[config.mk]
export PLATFORM = sky130hd
export DESIGN_NAME = slp_ctrl
export DESIGN_NICKNAME = d
export VERILOG_FILES = /design/src/rtl/slp_pkg.sv /design/src/rtl/slp_ctl_reg.sv /design/src/rtl/slp_lvl_filter.sv /design/src/rtl/slp_fsm.sv /design/src/rtl/slp_ctrl.sv
export SDC_FILE = /design/constraint.sdc
export NUM_CORES = 1
export LEC_CHECK = 0
export CAP_MARGIN = 20
export CORE_UTILIZATION = 35
export CTS_BUF_LIST = sky130_fd_sc_hd__clkbuf_4
export DETAILED_ROUTE_END_ITERATION = 8
export DONT_BUFFER_PORTS = 1
export GPL_ROUTABILITY_DRIVEN = 0
export SLEW_MARGIN = 20
export SYNTH_ARGS = -nofsm -noshare
export SYNTH_HDL_FRONTEND = slang
export SYNTH_HIERARCHICAL = 1
export SYNTH_SLANG_ARGS = --single-unit
[constraint.sdc]
create_clock -name clk -period 2.8 [get_ports clk]
set_input_delay 0.28 -clock clk [delete_from_list [all_inputs] [get_ports clk]]
set_output_delay 0.28 -clock clk [all_outputs]
set_load 0.02 [all_outputs]
[src/rtl/slp_pkg.sv]
package slp_pkg;

  localparam int NDOM = 6;

  typedef enum logic [1:0] {
    MD_IDLE  = 2'd0,
    MD_CQUIET = 2'd1,
    MD_STBY  = 2'd2,
    MD_PDOWN = 2'd3
  } mode_e;

  typedef enum logic [1:0] {
    ST_RUN   = 2'd0,
    ST_SLEEP = 2'd1,
    ST_START = 2'd2,
    ST_HOLD  = 2'd3
  } state_e;

  // Software mode code to internal mode; unlisted codes fall back to Idle.
  function automatic mode_e decode_mode(input logic [2:0] code);
    case (code)
      3'b001:  decode_mode = MD_CQUIET;
      3'b010:  decode_mode = MD_PDOWN;
      3'b100:  decode_mode = MD_STBY;
      default: decode_mode = MD_IDLE;
    endcase
  endfunction

  // Clock enables while asleep: [0] cpu [1] nvm [2] io [3] timer [4] analog [5] watchdog
  function automatic logic [NDOM-1:0] gate_of(input mode_e m);
    case (m)
      MD_IDLE:   gate_of = 6'b111100;
      MD_CQUIET: gate_of = 6'b111000;
      default:   gate_of = 6'b100000;
    endcase
  endfunction

endpackage

[src/rtl/slp_ctl_reg.sv]
module slp_ctl_reg
  import slp_pkg::*;
(
  input  logic       clk,
  input  logic       rst_n,
  input  logic       we_i,
  input  logic       en_d_i,
  input  logic [2:0] code_d_i,
  output logic       en_o,
  output mode_e      mode_o
);

  logic       en_q;
  logic [2:0] code_q;

  always_ff @(posedge clk or negedge rst_n) begin
    if (!rst_n) begin
      en_q   <= 1'b0;
      code_q <= 3'b000;
    end else if (we_i) begin
      en_q   <= en_d_i;
      code_q <= code_d_i;
    end
  end

  assign en_o   = en_q;
  assign mode_o = decode_mode(code_q);

endmodule

[src/rtl/slp_lvl_filter.sv]
module slp_lvl_filter #(
  parameter int LVL_HOLD = 3
) (
  input  logic clk,
  input  logic rst_n,
  input  logic arm_i,
  input  logic lvl_i,
  output logic ok_o
);

  localparam int CW = (LVL_HOLD > 2) ? $clog2(LVL_HOLD) : 1;
  localparam logic [CW-1:0] LAST = CW'(LVL_HOLD - 1);

  logic [CW-1:0] cnt_q, cnt_d;

  always_comb begin
    cnt_d = '0;
    if (arm_i && lvl_i) begin
      cnt_d = (cnt_q == LAST) ? cnt_q : cnt_q + 1'b1;
    end
  end

  always_ff @(posedge clk or negedge rst_n) begin
    if (!rst_n) cnt_q <= '0;
    else        cnt_q <= cnt_d;
  end

  assign ok_o = arm_i && lvl_i && (cnt_q == LAST);

endmodule

[src/rtl/slp_fsm.sv]
module slp_fsm
  import slp_pkg::*;
#(
  parameter int NINT       = 3,
  parameter int STBY_START = 6,
  parameter int PD_START   = 10,
  parameter int HOLD_CYC   = 4
) (
  input  logic            clk,
  input  logic            rst_n,
  input  logic            strobe_i,
  input  logic            en_i,
  input  mode_e           mode_cfg_i,
  input  logic            ext_ok_i,
  input  logic            wdt_i,
  input  logic [NINT-1:0] int_i,
  input  logic            wake_rst_i,
  output logic            asleep_o,
  output logic [NDOM-1:0] clk_en_o,
  output logic            hold_o,
  output logic            resume_o,
  output logic            rst_vec_o
);

  localparam int MAXS = (PD_START > STBY_START) ? PD_START : STBY_START;
  localparam int MAXC = (MAXS > HOLD_CYC) ? MAXS : HOLD_CYC;
  localparam int CW   = $clog2(MAXC + 1);
  localparam logic [CW-1:0] HOLD_LAST = CW'(HOLD_CYC - 1);

  state_e        st_q, st_d;
  mode_e         mode_q, mode_d;
  logic [CW-1:0] cnt_q, cnt_d;
  logic          res_q, res_d, rstv_q, rstv_d;
  logic          wake;
  logic [CW-1:0] slen;

  always_comb begin
    case (mode_q)
      MD_IDLE:   wake = ext_ok_i | wdt_i | (|int_i);
      MD_CQUIET: wake = ext_ok_i | wdt_i | int_i[0];
      default:   wake = ext_ok_i | wdt_i;
    endcase
    case (mode_q)
      MD_STBY:  slen = CW'(STBY_START);
      MD_PDOWN: slen = CW'(PD_START);
      default:  slen = '0;
    endcase
  end

  always_comb begin
    st_d   = st_q;
    mode_d = mode_q;
    cnt_d  = cnt_q;
    res_d  = 1'b0;
    rstv_d = 1'b0;
    case (st_q)
      ST_RUN: begin
        if (strobe_i && en_i) begin
          st_d   = ST_SLEEP;
          mode_d = mode_cfg_i;
        end
      end
      ST_SLEEP: begin
        if (wake_rst_i) begin
          st_d   = ST_RUN;
          rstv_d = 1'b1;
        end else if (wake) begin
          if (slen != '0) begin
            st_d  = ST_START;
            cnt_d = slen - 1'b1;
          end else begin
            st_d  = ST_HOLD;
            cnt_d = HOLD_LAST;
          end
        end
      end
      ST_START: begin
        if (wake_rst_i) begin
          st_d   = ST_RUN;
          rstv_d = 1'b1;
        end else if (cnt_q == '0) begin
          st_d  = ST_HOLD;
          cnt_d = HOLD_LAST;
        end else begin
          cnt_d = cnt_q - 1'b1;
        end
      end
      default: begin
        if (wake_rst_i) begin
          st_d   = ST_RUN;
          rstv_d = 1'b1;
        end else if (cnt_q == '0) begin
          st_d  = ST_RUN;
          res_d = 1'b1;
        end else begin
          cnt_d = cnt_q - 1'b1;
        end
      end
    endcase
  end

  always_ff @(posedge clk or negedge rst_n) begin
    if (!rst_n) begin
      st_q   <= ST_RUN;
      mode_q <= MD_IDLE;
      cnt_q  <= '0;
      res_q  <= 1'b0;
      rstv_q <= 1'b0;
    end else begin
      st_q   <= st_d;
      mode_q <= mode_d;
      cnt_q  <= cnt_d;
      res_q  <= res_d;
      rstv_q <= rstv_d;
    end
  end

  assign asleep_o  = (st_q == ST_SLEEP);
  assign hold_o    = (st_q != ST_RUN);
  assign clk_en_o  = (st_q == ST_SLEEP || st_q == ST_START) ? gate_of(mode_q) : '1;
  assign resume_o  = res_q;
  assign rst_vec_o = rstv_q;

endmodule

[src/rtl/slp_ctrl.sv]
module slp_ctrl
  import slp_pkg::*;
#(
  parameter int NINT       = 3,
  parameter int STBY_START = 6,
  parameter int PD_START   = 10,
  parameter int HOLD_CYC   = 4,
  parameter int LVL_HOLD   = 3
) (
  input  logic            clk,
  input  logic            rst_n,
  input  logic            cfg_we_i,
  input  logic            cfg_en_i,
  input  logic [2:0]      cfg_mode_i,
  input  logic            sleep_strobe_i,
  input  logic            ext_lvl_irq_i,
  input  logic            wdt_irq_i,
  input  logic [NINT-1:0] int_irq_i,
  input  logic            wake_rst_i,
  output logic [5:0]      clk_en_o,
  output logic            cpu_hold_o,
  output logic            resume_o,
  output logic            rst_vec_o
);

  logic [1:0] rst_sync_q;
  logic       rst_ni;
  logic       ctl_en;
  mode_e      ctl_mode;
  logic       asleep;
  logic       ext_ok;

  // Asserts asynchronously, releases on the second clock edge.
  always_ff @(posedge clk or negedge rst_n) begin
    if (!rst_n) rst_sync_q <= 2'b00;
    else        rst_sync_q <= {rst_sync_q[0], 1'b1};
  end
  assign rst_ni = rst_sync_q[1];

  slp_ctl_reg i_reg (
    .clk      (clk),
    .rst_n    (rst_ni),
    .we_i     (cfg_we_i),
    .en_d_i   (cfg_en_i),
    .code_d_i (cfg_mode_i),
    .en_o     (ctl_en),
    .mode_o   (ctl_mode)
  );

  slp_lvl_filter #(.LVL_HOLD(LVL_HOLD)) i_lvl (
    .clk   (clk),
    .rst_n (rst_ni),
    .arm_i (asleep),
    .lvl_i (ext_lvl_irq_i),
    .ok_o  (ext_ok)
  );

  slp_fsm #(
    .NINT       (NINT),
    .STBY_START (STBY_START),
    .PD_START   (PD_START),
    .HOLD_CYC   (HOLD_CYC)
  ) i_fsm (
    .clk        (clk),
    .rst_n      (rst_ni),
    .strobe_i   (sleep_strobe_i),
    .en_i       (ctl_en),
    .mode_cfg_i (ctl_mode),
    .ext_ok_i   (ext_ok),
    .wdt_i      (wdt_irq_i),
    .int_i      (int_irq_i),
    .wake_rst_i (wake_rst_i),
    .asleep_o   (asleep),
    .clk_en_o   (clk_en_o),
    .hold_o     (cpu_hold_o),
    .resume_o   (resume_o),
    .rst_vec_o  (rst_vec_o)
  );

endmodule

Word-level counts from Yosys, hierarchy flattened
Cells that the tools add are included.

operators by class
  add/subtract/negate cells = 3
  eq/ne operators = 15
  muxes and demuxes = 29
  bitwise gates (word level) = 5
  reduce and logical (&&, ||, !) cells = 15

operator list
  cell                                                                    number
  4-bit 2-to-1 mux                                                        7
  2-bit 2-to-1 mux                                                        9
  2-bit one-hot mux with 3 select lines                                   2
  4-bit one-hot mux with 3 select lines                                   1
  5-bit one-hot mux with 2 select lines                                   1
  2-bit equality test (second input constant)                             4
  4-bit one-hot mux with 2 select lines                                   1
  4-bit AND reduction                                                     2
  4-bit nonzero test                                                      2
  4-bit by 1-bit subtractor with 4-bit output (second input constant)     2
  1-bit 2-to-1 mux                                                        6
  3-bit by 2-bit != test with 1-bit output (second input constant)        2
  3-bit OR reduction                                                      2
  5-bit 2-to-1 mux                                                        1
  2-bit by 1-bit equality test with 1-bit output (second input constant)  2
  2-bit zero test                                                         2
  4-bit zero test                                                         1
  2-bit != test (second input constant)                                   2
  3-bit by 1-bit equality test with 1-bit output (second input constant)  1
  3-bit by 2-bit equality test with 1-bit output (second input constant)  1
  3-bit equality test (second input constant)                             1
  1-bit logical AND                                                       3
  3-bit != test (second input constant)                                   1
  1-bit OR                                                                3
  other kinds (7)                                                         8

storage, ports and cells
  register bits after elaboration = 18
  input bits = 14
  output and inout bits = 9
  word-level logic and storage cells = 76

Longest topological paths before layout
  depth after elaboration = 9
  gate-level depth with buffers = 7
  depth with buffers taken out = 7

By module
Netlist, hierarchy kept.

modules (own cells, without submodules)
  module          instances  cells an instance  area each (µm²)  seq. area each (µm²)
  slp_fsm         1          76                 725.7            250.2
  slp_ctl_reg     1          12                 170.2            100.1
  slp_lvl_filter  1          11                 108.9            50.0
  slp_ctrl        1          3                  53.8             50.0

Least setup slack after synthesis
Ideal clock, no wire load.

  kind = register to register
  start = register i_fsm.st_q[1]
  end = register i_fsm.st_q[0]
  library setup time = 0.125 ns
  arrival time = 1.702 ns
  data required time = 2.675 ns
  setup slack = 0.973 ns
  cell stages (with the launch flop) = 8
  buffers on the path = 0
  period minus slack after synthesis = 1.827 ns
  cells stage by stage = dfrtp_1 > inv_1 > ha_1 > and3_2 > nor3b_2 > o311ai_4 > o21ai_2 > mux2_4

between the ends
  cells in the longest elaborated chain, start to end = 8
  elaborated cells on any way between the ends = 15
  those cells by class = eq/ne (5); mux (2); bitwise (3); reduce/logical (5)

RTL lines
  what                                              RTL line                                     source
  start, declared                                   slp_fsm.sv:30                                state_e st_q, st_d;
  start signal, assigned                            slp_fsm.sv:110                               st_q <= st_d;
  2-bit by 1-bit equality test with 1-bit output *  slp_fsm.sv:118                               assign asleep_o = (st_q == ST_SLEEP);
  named net asleep                                  slp_ctrl.sv:30                               logic asleep;
  1-bit logical AND * (2 in a row)                  slp_lvl_filter.sv:28                         assign ok_o = arm_i && lvl_i && (cnt_q == LAST);
  named net ext_ok                                  slp_ctrl.sv:31                               logic ext_ok;
  1-bit OR *                                        slp_fsm.sv:39, slp_fsm.sv:40, slp_fsm.sv:41
  1-bit OR, on equally long branches                slp_fsm.sv:40, slp_fsm.sv:39
  1-bit one-hot mux with 2 select lines *           slp_fsm.sv:38                                case (mode_q)
  3-bit != test (no source line) *                  -
  4-bit AND reduction (no source line) *            -

The timed path passes the listed nets; every way through them passes the cells marked *.
A chain may end at the register's enable or synchronous reset.

Final worst setup path
Ends and elaborated chain as after synthesis.

==> results.ini <==
[die]
rows=19
fp.dieW_um=57.0
die_h_um=57.0
io_pins=23
coreArea_um2=2810
start_util_pct=37.7
die-area_um2=3250

[clocking]
cts-root-buf=clkbuf_4
ctsResizeCount=0
cts_max_level=1
cts_hold_buf=1
clkSlewWorstSetupHoldPaths_ns=0.11
clk_path_buf_depth=2
clock_sinks=18
insertion_delay_ns=0.30
tritoncts=done
cts_setup_buffers=0
cts_buffers=3

[layout]
nets=125
drive_above_1_share_pct=15.4
seqCellArea_um2=450
nFillCells=283
layout_commonest_cell=dfrtp_1
antenna_cells=0
final_cell_mix=dfrtp_1 (18), inv_1 (10), nor2_1 (8)
multiInputGateArea_um2=548
area_growth_pct=4.96
final_cells=135

[drt]
route.met3.wl_um=198
ant_nets=0
first_pass_iters=7
via_per_inst=5.54
drcViolationCount=2
wl_per_cell_um=15.2
maxUsedRoutingLayer=met4
wl_met2_um=987
wl_mm=2.05
met1_length_um=842
vias=748
drt-initial-drc-count=10

[global_route]
grt.total_usage_pct=13.8
grt_pass1_vias=778
antenna_found_initial=0
grt_max_degree=17
grt_pass1_wl_mm=3.35
grt_overflow=0

[synth]
synthDistinctLibCells=38
synthCells=102
yosys.area.top_type=dfrtp_1
ys_ff_latch=18
ys_warn_count=6
synth_area_leaders=dfrtp_1 (43%), ha_1 (7.1%), mux2_2 (6.4%), inv_1 (3.5%), nor2_1 (2.8%)
synth_top_area_share_pct=42.6
synth_flop_cell=dfrtp_1
syn-num-nets=122
synth-edff-count=0
syn_avg_cell_area_um2=10.4
synthArstFlopShare_pct=100
ys_seq_area_share_pct=42.6
synth.cell_area_um2=1060

[power_and_ir_drop]
peakVddDrop_mv=0.475
power_density_nw_per_um2=1090
power.leakage_nw=0.500

[setup_path]
max_stage_delay_ns=0.41
path_buf_inv=1
path_max_fanout=8
crit_family=simple AND/OR/NAND/NOR gates
end_kind=register
cp.arrival_ns=2.22
startpoint_type=register
slowest_stage=dfrtp_1
crit_type=reg2reg
path_cells=inv_1 > ha_1 > and3_2 > nor3b_2 > o311ai_4 > o21ai_2 > mux2_4
critPathRequiredTime_ns=3.00

[outcome]
status=complete, but fails checks
violations=DRC

[sta]
slew_headroom_pct=52.8
setup_tns_ns=0
fmax_ghz=0.494
period_minus_slack_ns=2.02
rsz0062_at_grt=no
worst_pin_slew_ns=0.701
finalSetupViolations=0
hold_viol=0
final.setup_skew_ns=0.0125
slew_violations=0
post-route-period-util_pct=72.3

[placement]
place_inst=130
dp_hpwl_mm=1.59
io_buffers=0

[flow_run]
cap_viol_max_count=0

[worst_hold_path]
min_path_type=in2reg

==> cell usage after synthesis (all sizes together), types with 2 or more instances <==
library cell	count
and3	4
ha	6
nor2b	2
nand2	4
nor3b	2
o211ai	2
a21oi	5
mux2	7
o2bb2ai	3
inv	10
xnor2	2
dfrtp	18
buf	3
conb	2
nand3	3
nor2	8
o21ai	6
==> where the power goes <==
group	switching (mW)	leakage, nW	total, mW	internal, mW
clock	0.0830	0.0154	0.135	0.0519
combinational	0.398	0.260	0.660	0.262
sequential	0.0835	0.225	0.415	0.331
total	0.565	0.500	1.21	0.645
==> kinds of logic (layout without fill, tap and decap cells) <==
group | count (synthesis) | count (layout) | synth area share (%)
AOI/OAI and AO/OA | 23 | 23 | 17.7
xor gates and xnor gates | 3 | 3 | 2.48
adders and majority gates | 6 | 6 | 7.09
buffers and inverters | 13 | 15 | 5.67
DFF | 18 | 18 | 42.6
muxes | 8 | 8 | 8.75
other | 2 | 2 | 0.709
and+or+nand+nor | 29 | 29 | 15.0
==> state kept, by name, summed over array words and instances (netlist names) <==
register and flops:
i_reg/code_q 3, i_lvl/cnt_q 2, i_fsm/mode_q 2, i_reg/en_o 1
rst_sync_q 2, i_fsm/rst_vec_o 1, i_fsm/st_q 2, i_fsm/resume_o 1
i_fsm/cnt_q 4
==> routing by layer <==
layer	vias up	track usage [%]
met3	2	6.58
met4	0	6.62
li1	359	-
met5	-	0
met2	27	23.0
met1	360	14.8
==> stage by stage <==
stage               setup slack, ns  total power, mW  util [%]  hold slack (ns)  cell area (µm²)
floorplan                     0.973            0.978         -          -0.0156             1060
global placement              0.893             1.06      38.3          -0.0155             1070
detailed placement            0.801             1.07      38.3          -0.0155             1070
CTS                           0.782             1.22      39.6            0.114             1110
global route                  0.675             1.30      39.6            0.115             1110
finish                        0.776             1.21      39.6            0.132             1110
==> layout make-up <==
| type | count | area share [%] |
|---|---|---|
| clock buffers | 3 | 2.03 |
| clock inverters | 1 | 0.338 |
| inverters | 10 | 3.38 |
| multi-input cells | 71 | 49.3 |
| flip-flops and latches | 18 | 40.5 |
| well taps | 31 | 3.49 |
| repair buffers | 1 | 0.901 |
==> final timing paths <==
| check | from | endpoint | slack [ns] | cells past startpoint |
|---|---|---|---|---|
| worst min-delay path | cfg_mode_i[1] | i_reg/code_q[1] | 0.13 | 1 |
| worst max-delay path | i_fsm/st_q[1] | i_fsm/st_q[0] | 0.78 | 7 |
| min in group asynchronous | rst_n | rst_sync_q[1] | 0.20 | 1 |
| worst max register to register | i_fsm/st_q[1] | i_fsm/st_q[0] | 0.78 | 7 |
| max in group asynchronous | rst_sync_q[1] | i_fsm/cnt_q[3] | 2.11 | 0 |
| worst min register to register | rst_sync_q[1] | i_fsm/st_q[1] | 0.26 | 0 |
Power figures use the tool's default switching activity.
